[src/rtl/i2c_evt_pkg.sv]
`timescale 1ns/1ps
package i2c_evt_pkg;
  localparam int unsigned NFLAG    = 7;
  localparam int unsigned F_START  = 0;
  localparam int unsigned F_RSTART = 1;
  localparam int unsigned F_STOP   = 2;
  localparam int unsigned F_WR     = 3;
  localparam int unsigned F_ADR    = 4;
  localparam int unsigned F_ACKT   = 5;
  localparam int unsigned F_CNT    = 6;

  typedef struct packed {
    logic start;
    logic rstart;
    logic stop;
    logic rise;
    logic fall;
  } bus_evt_t;

  typedef struct packed {
    logic edge8;
    logic edge9;
    logic ack;
    logic cnt_hit;
  } byte_evt_t;
endpackage

[src/rtl/i2c_evt_cond.sv]
`timescale 1ns/1ps
module i2c_evt_cond
  import i2c_evt_pkg::*;
(
  input  logic     clk_i,
  input  logic     rst_ni,
  input  logic     scl_i,
  input  logic     sda_i,
  output bus_evt_t evt_o
);
  logic scl_q, sda_q, busy_q;
  logic hi_both, any_start;

  assign hi_both   = scl_q & scl_i;
  assign any_start = hi_both & sda_q & ~sda_i;

  assign evt_o.start  = any_start & ~busy_q;
  assign evt_o.rstart = any_start & busy_q;
  assign evt_o.stop   = hi_both & ~sda_q & sda_i;
  assign evt_o.rise   = ~scl_q & scl_i;
  assign evt_o.fall   = scl_q & ~scl_i;

  always_ff @(posedge clk_i or negedge rst_ni) begin
    if (!rst_ni) begin
      scl_q  <= 1'b1;
      sda_q  <= 1'b1;
      busy_q <= 1'b0;
    end else begin
      scl_q <= scl_i;
      sda_q <= sda_i;
      if (any_start)       busy_q <= 1'b1;
      else if (evt_o.stop) busy_q <= 1'b0;
    end
  end
endmodule

[src/rtl/i2c_evt_bits.sv]
`timescale 1ns/1ps
module i2c_evt_bits
  import i2c_evt_pkg::*;
#(
  parameter int unsigned BYTE_CLKS = 9,
  parameter int unsigned CNT_W     = 8
) (
  input  logic             clk_i,
  input  logic             rst_ni,
  input  bus_evt_t         bus_i,
  input  logic             sda_i,
  input  logic             cnt_load_i,
  input  logic [CNT_W-1:0] cnt_val_i,
  output byte_evt_t        evt_o,
  output logic [CNT_W-1:0] cnt_o
);
  localparam int unsigned BIT_W = $clog2(BYTE_CLKS);
  localparam logic [BIT_W-1:0] LAST = BIT_W'(BYTE_CLKS - 1);
  localparam logic [BIT_W-1:0] DATA = BIT_W'(BYTE_CLKS - 2);

  logic [BIT_W-1:0] bit_q;
  logic [CNT_W-1:0] cnt_q;
  logic             skip_q, ack_q, frame;
  logic             cfall;

  assign frame = bus_i.start | bus_i.rstart;
  assign cfall = bus_i.fall & ~skip_q;

  assign evt_o.edge8   = cfall & (bit_q == DATA);
  assign evt_o.edge9   = cfall & (bit_q == LAST);
  assign evt_o.ack     = ack_q;
  assign evt_o.cnt_hit = evt_o.edge9 & (cnt_q <= CNT_W'(1));
  assign cnt_o         = cnt_q;

  always_ff @(posedge clk_i or negedge rst_ni) begin
    if (!rst_ni) begin
      bit_q  <= '0;
      skip_q <= 1'b1;
      ack_q  <= 1'b0;
      cnt_q  <= '0;
    end else begin
      if (frame) begin
        bit_q  <= '0;
        skip_q <= 1'b1;
      end else if (bus_i.fall) begin
        if (skip_q)           skip_q <= 1'b0;
        else if (bit_q == LAST) bit_q <= '0;
        else                  bit_q <= bit_q + 1'b1;
      end
      // acknowledge sampled on the 9th rising edge
      if (bus_i.rise && !skip_q && bit_q == LAST) ack_q <= ~sda_i;
      if (cnt_load_i)                             cnt_q <= cnt_val_i;
      else if (evt_o.edge9 && cnt_q != '0)        cnt_q <= cnt_q - 1'b1;
    end
  end
endmodule

[src/rtl/i2c_evt_flags.sv]
`timescale 1ns/1ps
module i2c_evt_flags #(
  parameter int unsigned NF = 7
) (
  input  logic          clk_i,
  input  logic          rst_ni,
  input  logic [NF-1:0] set_i,
  input  logic [NF-1:0] clr_i,
  input  logic          ie_we_i,
  input  logic [NF-1:0] ie_i,
  output logic [NF-1:0] flags_o,
  output logic          summary_o,
  output logic          irq_o
);
  logic [NF-1:0] flg_q, ie_q;

  always_ff @(posedge clk_i or negedge rst_ni) begin
    if (!rst_ni) begin
      flg_q <= '0;
      ie_q  <= '0;
    end else begin
      flg_q <= (flg_q & ~clr_i) | set_i;
      if (ie_we_i) ie_q <= ie_i;
    end
  end

  assign flags_o   = flg_q;
  assign summary_o = |flg_q;
  assign irq_o     = |(flg_q & ie_q);
endmodule

[src/rtl/i2c_evt_irq.sv]
`timescale 1ns/1ps
module i2c_evt_irq
  import i2c_evt_pkg::*;
#(
  parameter int unsigned CNT_W     = 8,
  parameter int unsigned BYTE_CLKS = 9
) (
  input  logic             clk_i,
  input  logic             rst_ni,
  input  logic             scl_i,
  input  logic             sda_i,
  input  logic             client_mode_i,
  input  logic             addressed_i,
  input  logic             addr_match_i,
  input  logic             cnt_load_i,
  input  logic [CNT_W-1:0] cnt_val_i,
  input  logic             rxb_rd_i,
  input  logic [NFLAG-1:0] flag_clr_i,
  input  logic             ie_we_i,
  input  logic [NFLAG-1:0] ie_i,
  output logic [NFLAG-1:0] flags_o,
  output logic             summary_o,
  output logic             irq_o,
  output logic             rxbf_o,
  output logic [CNT_W-1:0] byte_cnt_o
);
  bus_evt_t         bus;
  byte_evt_t        byt;
  logic [NFLAG-1:0] set_v;
  logic             data_rx, rxbf_q;

  i2c_evt_cond u_cond (
    .clk_i (clk_i),
    .rst_ni(rst_ni),
    .scl_i (scl_i),
    .sda_i (sda_i),
    .evt_o (bus)
  );

  i2c_evt_bits #(.BYTE_CLKS(BYTE_CLKS), .CNT_W(CNT_W)) u_bits (
    .clk_i     (clk_i),
    .rst_ni    (rst_ni),
    .bus_i     (bus),
    .sda_i     (sda_i),
    .cnt_load_i(cnt_load_i),
    .cnt_val_i (cnt_val_i),
    .evt_o     (byt),
    .cnt_o     (byte_cnt_o)
  );

  assign data_rx = byt.edge8 & client_mode_i & addressed_i & ~addr_match_i;

  always_comb begin
    set_v           = '0;
    set_v[F_START]  = bus.start;
    set_v[F_RSTART] = bus.rstart;
    set_v[F_STOP]   = bus.stop;
    set_v[F_WR]     = data_rx;
    set_v[F_ADR]    = byt.edge8 & client_mode_i & addr_match_i;
    set_v[F_ACKT]   = byt.edge9 & client_mode_i & addressed_i & byt.ack;
    set_v[F_CNT]    = byt.cnt_hit;
  end

  i2c_evt_flags #(.NF(NFLAG)) u_flags (
    .clk_i    (clk_i),
    .rst_ni   (rst_ni),
    .set_i    (set_v),
    .clr_i    (flag_clr_i),
    .ie_we_i  (ie_we_i),
    .ie_i     (ie_i),
    .flags_o  (flags_o),
    .summary_o(summary_o),
    .irq_o    (irq_o)
  );

  always_ff @(posedge clk_i or negedge rst_ni) begin
    if (!rst_ni)       rxbf_q <= 1'b0;
    else if (data_rx)  rxbf_q <= 1'b1;
    else if (rxb_rd_i) rxbf_q <= 1'b0;
  end
  assign rxbf_o = rxbf_q;
endmodule

[config.mk]
export PLATFORM = sky130hd
export DESIGN_NAME = i2c_evt_irq
export DESIGN_NICKNAME = d
export VERILOG_FILES = /design/src/rtl/i2c_evt_pkg.sv /design/src/rtl/i2c_evt_cond.sv /design/src/rtl/i2c_evt_bits.sv /design/src/rtl/i2c_evt_flags.sv /design/src/rtl/i2c_evt_irq.sv
export SDC_FILE = /design/constraint.sdc
export NUM_CORES = 1
export LEC_CHECK = 0
export ABC_AREA = 1
export BUFFER_PORTS_ARGS = -buffer_cell sky130_fd_sc_hd__buf_2
export CAP_MARGIN = 15
export CORE_UTILIZATION = 54
export CTS_CLUSTER_SIZE = 30
export DETAILED_ROUTE_END_ITERATION = 10
export GPL_TIMING_DRIVEN = 0
export HOLD_SLACK_MARGIN = 0.12
export PLACE_DENSITY_LB_ADDON = 0.25
export SYNTH_ARGS = -nofsm -noshare
export SYNTH_HDL_FRONTEND = slang
export SYNTH_SLANG_ARGS = --single-unit
[constraint.sdc]
create_clock -name clk_i -period 2.1 [get_ports clk_i]
set_input_delay 0.21 -clock clk_i [delete_from_list [all_inputs] [get_ports clk_i]]
set_output_delay 0.21 -clock clk_i [all_outputs]
set_load 0.02 [all_outputs]
# [Word-level counts from Yosys, hierarchy flattened]
# Index checks and enable logic that the tools add are counted.
[word_totals] reg_bits=32 in_bits=32 out_inout_bits=18 n_memories=0 latchBits=0 ramBits=0 romBits=0
[op_classes] addsub=2 reduce_logical=12 n_mul=0 n_mux=12 n_eq_ne=3 order_cmp=1 div=0 n_shift=0 bitwise_logic=32
[ops] cell="1-bit bitwise AND" n=20
[ops] cell="4-bit two-way mux" n=4
[ops] cell="8-bit two-way mux" n=2
[ops] cell="7-bit bitwise AND" n=2
[ops] cell="7-bit OR reduction" n=2
[ops] cell="8-bit by 1-bit less-or-equal comparator with 1-bit output, second input constant" n=1
[ops] cell="2-bit nonzero test" n=4
[ops] cell="8-bit nonzero test" n=1
[ops] cell="8-bit by 1-bit subtractor with 8-bit output, second input constant" n=1
[ops] cell="1-bit NOT" n=7
[ops] cell="7-bit NOT" n=1
[ops] cell="7-bit OR" n=1
[ops] cell="1-bit two-way mux" n=6
[ops] cell="4-bit by 1-bit adder with 4-bit output, second input constant" n=1
[ops] cell="4-bit by 3-bit == test with 1-bit output, second input constant" n=1
[ops] cell="4-bit == test, second input constant" n=1
[ops] cell="1-bit logical AND" n=3
[ops] cell="2-bit != test, second input constant" n=1
[ops] cell="2-bit AND reduction" n=1
[ops] cell="1-bit zero test" n=1
[ops] cell="1-bit OR" n=1

# [Logic depth before layout (Yosys ltp)]
[logic_depth] depth_word=8 ltp_mapped=11

# [Modules after synthesis]
# A second synthesis with hierarchy kept.
[hier_totals] hier_cells=231 area_unflattened_um2=1858.0
[by_module_without_submodules] module="i2c_evt_bits" area_each_um2=1024.7 cells_each=129 seq_area_each_um2=351.6 n_inst=1
[by_module_without_submodules] module="i2c_evt_flags" area_each_um2=609.3 cells_each=68 seq_area_each_um2=350.3 n_inst=1
[by_module_without_submodules] module="i2c_evt_cond" area_each_um2=143.9 cells_each=19 seq_area_each_um2=77.6 n_inst=1
[by_module_without_submodules] module="i2c_evt_irq" area_each_um2=80.1 cells_each=15 seq_area_each_um2=25.0 n_inst=1

# [Worst setup path before layout]
# OpenSTA, ideal clock, no wires.
[synth_path] path_type="reg2reg" startpoint="register u_bits.bit_q[0]" endpoint="register u_bits.cnt_q[1], in the netlist u_bits.cnt_o[1]" slack_ns=0.717 period_less_slack_ns=1.383 path_stages_with_launch=11 arrival_ns=1.255 cell_sequence="dfrtp_1 inv_1 ha_1 nand2_1 nor2_1 inv_1 nor2_4 nand2_2 nand2_2 buf_6 o21ai_0"
[synth_via] elab_chain_cells=4
[synth_rtl] element="start, declared" line_no="i2c_evt_bits.sv:21" text="logic [BIT_W-1:0] bit_q;"
[synth_rtl] element="start signal, assigned" line_no="i2c_evt_bits.sv:48" text="else bit_q <= bit_q + 1'b1;"
[synth_rtl] element="4-bit == test" line_no="i2c_evt_bits.sv:30" text="assign evt_o.edge9 = cfall & (bit_q == LAST);"
[synth_rtl] element="1-bit bitwise AND" line_no="i2c_evt_bits.sv:30"
[synth_rtl] element="1-bit logical AND" line_no="i2c_evt_bits.sv:53" text="else if (evt_o.edge9 && cnt_q != '0) cnt_q <= cnt_q - 1'b1;"
[synth_rtl] element="2-bit nonzero test (no line)"
[synth_rtl] element="end signal, assigned" line_no="i2c_evt_bits.sv:52" text="if (cnt_load_i) cnt_q <= cnt_val_i;"
[synth_rtl] element="end signal, assigned" line_no="i2c_evt_bits.sv:53"
[synth_rtl] element="end, declared" line_no="i2c_evt_bits.sv:22" text="logic [CNT_W-1:0] cnt_q;"
# Every way passes these cells.
# A chain may end at the register's enable or synchronous reset.

# [Final worst setup path]
[layout_path] startpoint="input port scl_i" endpoint="register u_flags.flg_q[4], in the netlist u_flags.flags_o[4]"
[layout_via] elab_chain_cells=7
[layout_rtl] element="start, declared" line_no="i2c_evt_irq.sv:10" text="input logic scl_i,"
[layout_rtl] element="1-bit NOT" line_no="i2c_evt_cond.sv:21" text="assign evt_o.fall = scl_q & ~scl_i;"
[layout_rtl] element="1-bit bitwise AND" line_no="i2c_evt_cond.sv:21"
[layout_rtl] element="1-bit bitwise AND" line_no="i2c_evt_bits.sv:27" text="assign cfall = bus_i.fall & ~skip_q;"
[layout_rtl] element="1-bit bitwise AND" line_no="i2c_evt_bits.sv:29" text="assign evt_o.edge8 = cfall & (bit_q == DATA);"
[layout_rtl] element="1-bit bitwise AND (2 in a row)" line_no="i2c_evt_irq.sv:59" text="set_v[F_ADR] = byt.edge8 & client_mode_i & addr_match_i;"
[layout_rtl] element="7-bit OR" line_no="i2c_evt_flags.sv:22" text="flg_q <= (flg_q & ~clr_i) | set_i;"
[layout_rtl] element="end signal, assigned" line_no="i2c_evt_flags.sv:22"
[layout_rtl] element="end, declared" line_no="i2c_evt_flags.sv:15" text="logic [NF-1:0] flg_q, ie_q;"
# Every way passes these cells.

==> report_table.html <==
<table>
<tr><th>Metric</th><th>Value</th></tr>
<tr><th colspan="2">Status</th></tr>
<tr><td>Status</td><td>finished with violations</td></tr>
<tr><td>Violations in the final reports</td><td>design-rule violations</td></tr>
<tr><th colspan="2">Critical path</th></tr>
<tr><td>Sequence of cells on the critical path</td><td>dlygate4sd3_1 &gt; buf_2 &gt; inv_1 &gt; nand3_2 &gt; nor3_1 &gt; nand2_1 &gt; o21ai_0 &gt; dlygate4sd3_1</td></tr>
<tr><td>Type of element launching the critical path</td><td>input port</td></tr>
<tr><td>Critical-path cell with the highest stage delay</td><td>sky130_fd_sc_hd__dlygate4sd3_1</td></tr>
<tr><td>Worst Setup Path Type</td><td>input port to register</td></tr>
<tr><td>Crit end category</td><td>register</td></tr>
<tr><td>R2r setup slk</td><td>between 0.3 and 0.4 ns</td></tr>
<tr><td>Cell seen most often among critical-path stages</td><td>sky130_fd_sc_hd__dlygate4sd3_1</td></tr>
<tr><td>Required time of the critical path</td><td>~2.4 ns</td></tr>
<tr><td>Worst setup path endpoint</td><td>u_flags.flags_o[4]$_DFF_PN0_</td></tr>
<tr><td>Largest incremental delay on the critical path</td><td>roughly 0.56 ns</td></tr>
<tr><td>Signal arrival time at the worst endpoint</td><td>2.04 ns</td></tr>
<tr><td>Launch point of the worst reg-to-reg path</td><td>u_cond.scl_q$_DFF_PN1_</td></tr>
<tr><td>Crit path max fanout</td><td>5</td></tr>
<tr><td>Worst path top cell family by delay</td><td>buffers and inverters</td></tr>
<tr><td>First element of the critical path</td><td>scl_i</td></tr>
<tr><td>Number of buffers and inverters on the critical path</td><td>4</td></tr>
<tr><td>Cells on worst reg2reg path</td><td>5</td></tr>
<tr><td>End of the worst register-to-register path</td><td>u_flags.flags_o[4]$_DFF_PN0_</td></tr>
<tr><td>Count of cell instances traversed by the critical path</td><td>8</td></tr>
<tr><th colspan="2">STA</th></tr>
<tr><td>Hold violation total from the final report</td><td>0</td></tr>
<tr><td>Final setup margin</td><td>~0.34 ns</td></tr>
<tr><td>Relative slew slack</td><td>0.543</td></tr>
<tr><td>Final number of setup-violating endpoints</td><td>0</td></tr>
<tr><td>Final min period</td><td>~1.8 ns</td></tr>
<tr><td>Post-Route Setup TNS</td><td>0 ns</td></tr>
<tr><td>Share of the cycle needed by the critical path after routing</td><td>0.838</td></tr>
<tr><td>Worst-margin pin slew</td><td>between 0.6 and 0.7 ns</td></tr>
<tr><td>Worst Clk Skew</td><td>0.00764 ns</td></tr>
<tr><td>Unrepaired setup endpoints after global routing</td><td>no</td></tr>
<tr><td>Highest Clock Rate</td><td>569 MHz</td></tr>
<tr><td>Count of pins over their slew limit</td><td>0</td></tr>
<tr><th colspan="2">Floorplanning</th></tr>
<tr><td>X dimension of the die</td><td>around 57 um</td></tr>
<tr><td>Starting utilization of the core area</td><td>0.583</td></tr>
<tr><td>Height of the die</td><td>between 50 and 60 um</td></tr>
<tr><td>Area of the core</td><td>between 2000 and 3000 sq um</td></tr>
<tr><td>Number of cell rows</td><td>19</td></tr>
<tr><td>Number of primary I/O pins</td><td>50</td></tr>
<tr><td>Floorplan die area</td><td>~3300 sq um</td></tr>
<tr><th colspan="2">Synthesis</th></tr>
<tr><td>Mapped Area</td><td>1650 sq um</td></tr>
<tr><td>Share of synthesized area occupied by flip-flops and latches</td><td>0.487</td></tr>
<tr><td>Post-Synthesis Mean Instance Area</td><td>slightly above 8 sq um</td></tr>
<tr><td>Instance count of the mapped netlist</td><td>approximately 200</td></tr>
<tr><td>Number of distinct library cells after synthesis</td><td>27</td></tr>
<tr><td>Yosys reg bits</td><td>32</td></tr>
<tr><td>Top cells by area, synth</td><td>sky130_fd_sc_hd__dfrtp_1 44%, sky130_fd_sc_hd__nand2_1 9.6%, sky130_fd_sc_hd__o21ai_0 7.9%</td></tr>
<tr><td>Dominant cell type by area after synthesis</td><td>sky130_fd_sc_hd__dfrtp_1</td></tr>
<tr><td>Area share of the largest cell type after synthesis</td><td>0.440</td></tr>
<tr><td>Net count of the mapped netlist</td><td>about 240</td></tr>
<tr><td>Total number of yosys warnings</td><td>0</td></tr>
<tr><th colspan="2">Pwr</th></tr>
<tr><td>P_int</td><td>between 1000 and 1500 uW</td></tr>
<tr><td>Peak supply drop</td><td>~0.54 mV</td></tr>
<tr><td>Power density over the cells</td><td>approximately 780 nW/um^2</td></tr>
<tr><td>Net Sw Frac</td><td>0.330</td></tr>
<tr><td>Relative contribution of combinational cells to total power</td><td>0.267</td></tr>
<tr><td>Leak</td><td>around 0.0011 uW</td></tr>
<tr><td>Clock share of power</td><td>0.268</td></tr>
<tr><td>Sequential power share</td><td>0.465</td></tr>
<tr><td>Net switching component of the power</td><td>roughly 560 uW</td></tr>
<tr><th colspan="2">Drt</th></tr>
<tr><td>Violation count after the first detailed-route iteration</td><td>87</td></tr>
<tr><td>Final wirelength</td><td>3960 um</td></tr>
<tr><td>Routed via count</td><td>1,599</td></tr>
<tr><td>WL/cell</td><td>roughly 13 um</td></tr>
<tr><td>Detailed-router iteration count before antenna repair</td><td>7</td></tr>
<tr><td>Number of routed nets with antenna violations</td><td>0</td></tr>
<tr><td>Detail-routed via count per cell</td><td>approximately 5.2</td></tr>
<tr><td>Drc violations</td><td>10</td></tr>
<tr><th colspan="2">Placement</th></tr>
<tr><td>Post-placement setup slack</td><td>0.519 ns</td></tr>
<tr><td>Final weighted congestion in routability-driven placement</td><td>about 0.89</td></tr>
<tr><td>Placed insts</td><td>around 280</td></tr>
<tr><td>Total of buffers placed on input and output ports</td><td>47</td></tr>
<tr><td>Detailed Place HPWL</td><td>2560 um</td></tr>
<tr><th colspan="2">Layout</th></tr>
<tr><td>Most frequent cells in the layout</td><td>48 x sky130_fd_sc_hd__buf_2, 42 x sky130_fd_sc_hd__nand2_1, 29 x sky130_fd_sc_hd__inv_1, 29 x sky130_fd_sc_hd__dfrtp_1, 26 x sky130_fd_sc_hd__o21ai_0</td></tr>
<tr><td>Number of nets in the final layout</td><td>slightly above 300</td></tr>
<tr><td>Filler Cell Count</td><td>slightly above 200</td></tr>
<tr><td>Footprint of the flip-flops and latches</td><td>between 800 and 900 sq um</td></tr>
<tr><td>Number of antenna repair diodes</td><td>0</td></tr>
<tr><td>Layout overhead on the synthesized area</td><td>33.4%</td></tr>
<tr><td>Non-filler instance count after layout</td><td>approximately 310</td></tr>
<tr><td>Combined area of the multi-input logic cells</td><td>a little over 700 sq um</td></tr>
<tr><td>Layout cells sized above 1</td><td>0.259</td></tr>
<tr><td>Most frequent standard cell in the layout excluding fill and tap cells</td><td>sky130_fd_sc_hd__buf_2</td></tr>
<tr><th colspan="2">CTS</th></tr>
<tr><td>Number of levels the H-tree was split into</td><td>2</td></tr>
<tr><td>Post-CTS clock slew at the launch and capture registers of the worst setup and hold paths</td><td>about 0.10 ns</td></tr>
<tr><td>CTS Root Buffer Type</td><td>sky130_fd_sc_hd__clkbuf_4</td></tr>
<tr><td>Total clock buffers created by CTS</td><td>5</td></tr>
<tr><td>Insertion delay of the later-clocked pin in the worst-skew pair</td><td>0.33 ns</td></tr>
<tr><td>Maximum clock insertion buffer count</td><td>2</td></tr>
<tr><td>Clock tree from TritonCTS</td><td>built</td></tr>
<tr><td>Number of sinks on the clock net</td><td>32</td></tr>
<tr><td>Quantity of gates resized following cts</td><td>0</td></tr>
<tr><th colspan="2">Global routing</th></tr>
<tr><td>Number of antenna violations at the first check in global routing</td><td>0</td></tr>
<tr><td>First-pass GRT wire length</td><td>6730 um</td></tr>
<tr><td>Residual overflow from global routing</td><td>0</td></tr>
<tr><td>Overall fraction of global-route tracks in use</td><td>0.274</td></tr>
<tr><td>Pin count of the biggest net entering global routing</td><td>33</td></tr>
<tr><td>Via count of the first global-routing pass</td><td>between 1,000 and 1,500</td></tr>
<tr><th colspan="2">Job</th></tr>
<tr><td>Number of max-cap violations</td><td>0</td></tr>
<tr><th colspan="2">Min path</th></tr>
<tr><td>Hold crit path type</td><td>input port to register</td></tr>
</table>
## power groups by stage
stage	Clock [uW]	Combinational (uW)	Sequential, uW
6_report	458	456	794
5_1_grt	505	517	808
4_1_cts	463	453	791
3_5_place_dp	0	421	800
3_3_place_gp	0	408	796
2_1_floorplan	0	257	819
## synth_stat cells
master	count
sky130_fd_sc_hd__buf_2	1
sky130_fd_sc_hd__o21ai_1	1
sky130_fd_sc_hd__xor2_1	1
sky130_fd_sc_hd__buf_6	1
sky130_fd_sc_hd__nand3_2	1
sky130_fd_sc_hd__nand3b_1	1
sky130_fd_sc_hd__o22ai_1	4
sky130_fd_sc_hd__nand3_1	18
sky130_fd_sc_hd__dfrtp_1	29
sky130_fd_sc_hd__dfstp_2	3
sky130_fd_sc_hd__xnor2_1	1
sky130_fd_sc_hd__ha_1	5
sky130_fd_sc_hd__inv_1	29
sky130_fd_sc_hd__nand2_2	2
sky130_fd_sc_hd__o21ai_0	26
sky130_fd_sc_hd__buf_4	1
sky130_fd_sc_hd__nor3_1	1
sky130_fd_sc_hd__nor4_1	1
sky130_fd_sc_hd__clkbuf_1	1
sky130_fd_sc_hd__nand4_1	3
sky130_fd_sc_hd__nor2_4	2
sky130_fd_sc_hd__nor2_1	13
sky130_fd_sc_hd__nand2_1	42
sky130_fd_sc_hd__o211ai_1	1
sky130_fd_sc_hd__a21oi_1	5
sky130_fd_sc_hd__mux2_2	4
sky130_fd_sc_hd__or2_2	2
## per-layer routing
layer	vias up	share of wire	GRT usage
met4	0	0.012	0.0732
met3	7	0.058	0.0839
met2	57	0.48	0.452
met5	-	0	0
met1	741	0.45	0.353
li1	794	-	-
## area by class of cell
class | instances | area share
multi-input cells | 134 | 0.322
repair buffers | 67 | 0.198
inverters | 29 | 0.0495
well taps | 31 | 0.0176
flip-flops and latches | 32 | 0.366
clock inverters | 2 | 0.0159
plain buffers | 4 | 0.0125
clock buffers | 6 | 0.0188
## stage by stage
step                utilization  hold slack [ns]  area (sq um)  power [uW]
floorplan                     -          -0.0856          1650        1080
global placement          0.680            0.288          1920        1200
detailed placement        0.680            0.295          1920        1220
CTS                       0.778            0.159          2200        1710
global route              0.778            0.150          2200        1830
finish                    0.778            0.163          2200        1710
## logic make-up after synthesis
family / synth area share
XOR/XNOR: 0.0106
buffers and inverters: 0.0826
flip-flops: 0.487
AO/OA/AOI/OAI: 0.117
adder cells (fa/ha/maj): 0.0379
AND/OR/NAND/NOR: 0.237
multiplexers: 0.0273
## repair_timing
| item | 4_1_cts | 5_1_grt |
|---|---|---|
| hold endpoints to repair | 48 | 0 |
| hold buffers | 20 | 0 |
| setup buffers | 0 | 0 |
## state kept, by name (all words and copies together), names as in the netlist
register,flops
rxbf_o,1
u_bits.skip_q,1
u_bits.ack_q,1
u_cond.busy_q,1
u_flags.ie_q,7
u_cond.scl_q,1
u_bits.bit_q,4
u_cond.sda_q,1
u_bits.cnt_o,8
u_flags.flags_o,7
## worst min-delay path by stage
stage,from,end,slack (ns),cells after the start
after global placement,rst_ni,u_flags.ie_q[0]$_DFFE_PN0P_,0.29,1
final,client_mode_i,u_flags.flags_o[5]$_DFF_PN0_,0.16,3
after CTS,client_mode_i,u_flags.flags_o[5]$_DFF_PN0_,0.16,3
after global routing,client_mode_i,u_flags.flags_o[5]$_DFF_PN0_,0.15,3
after detailed placement,rst_ni,u_flags.ie_q[0]$_DFFE_PN0P_,0.29,1
after floorplan,rst_ni,rxbf_o$_DFFE_PN0P_,-0.09,0
## worst min-delay path: stages
cell                      delay [ns]
sky130_fd_sc_hd__buf_2          0.11
sky130_fd_sc_hd__nand3_1        0.07
sky130_fd_sc_hd__o22ai_1        0.07
Power figures use the tool's default switching activity.
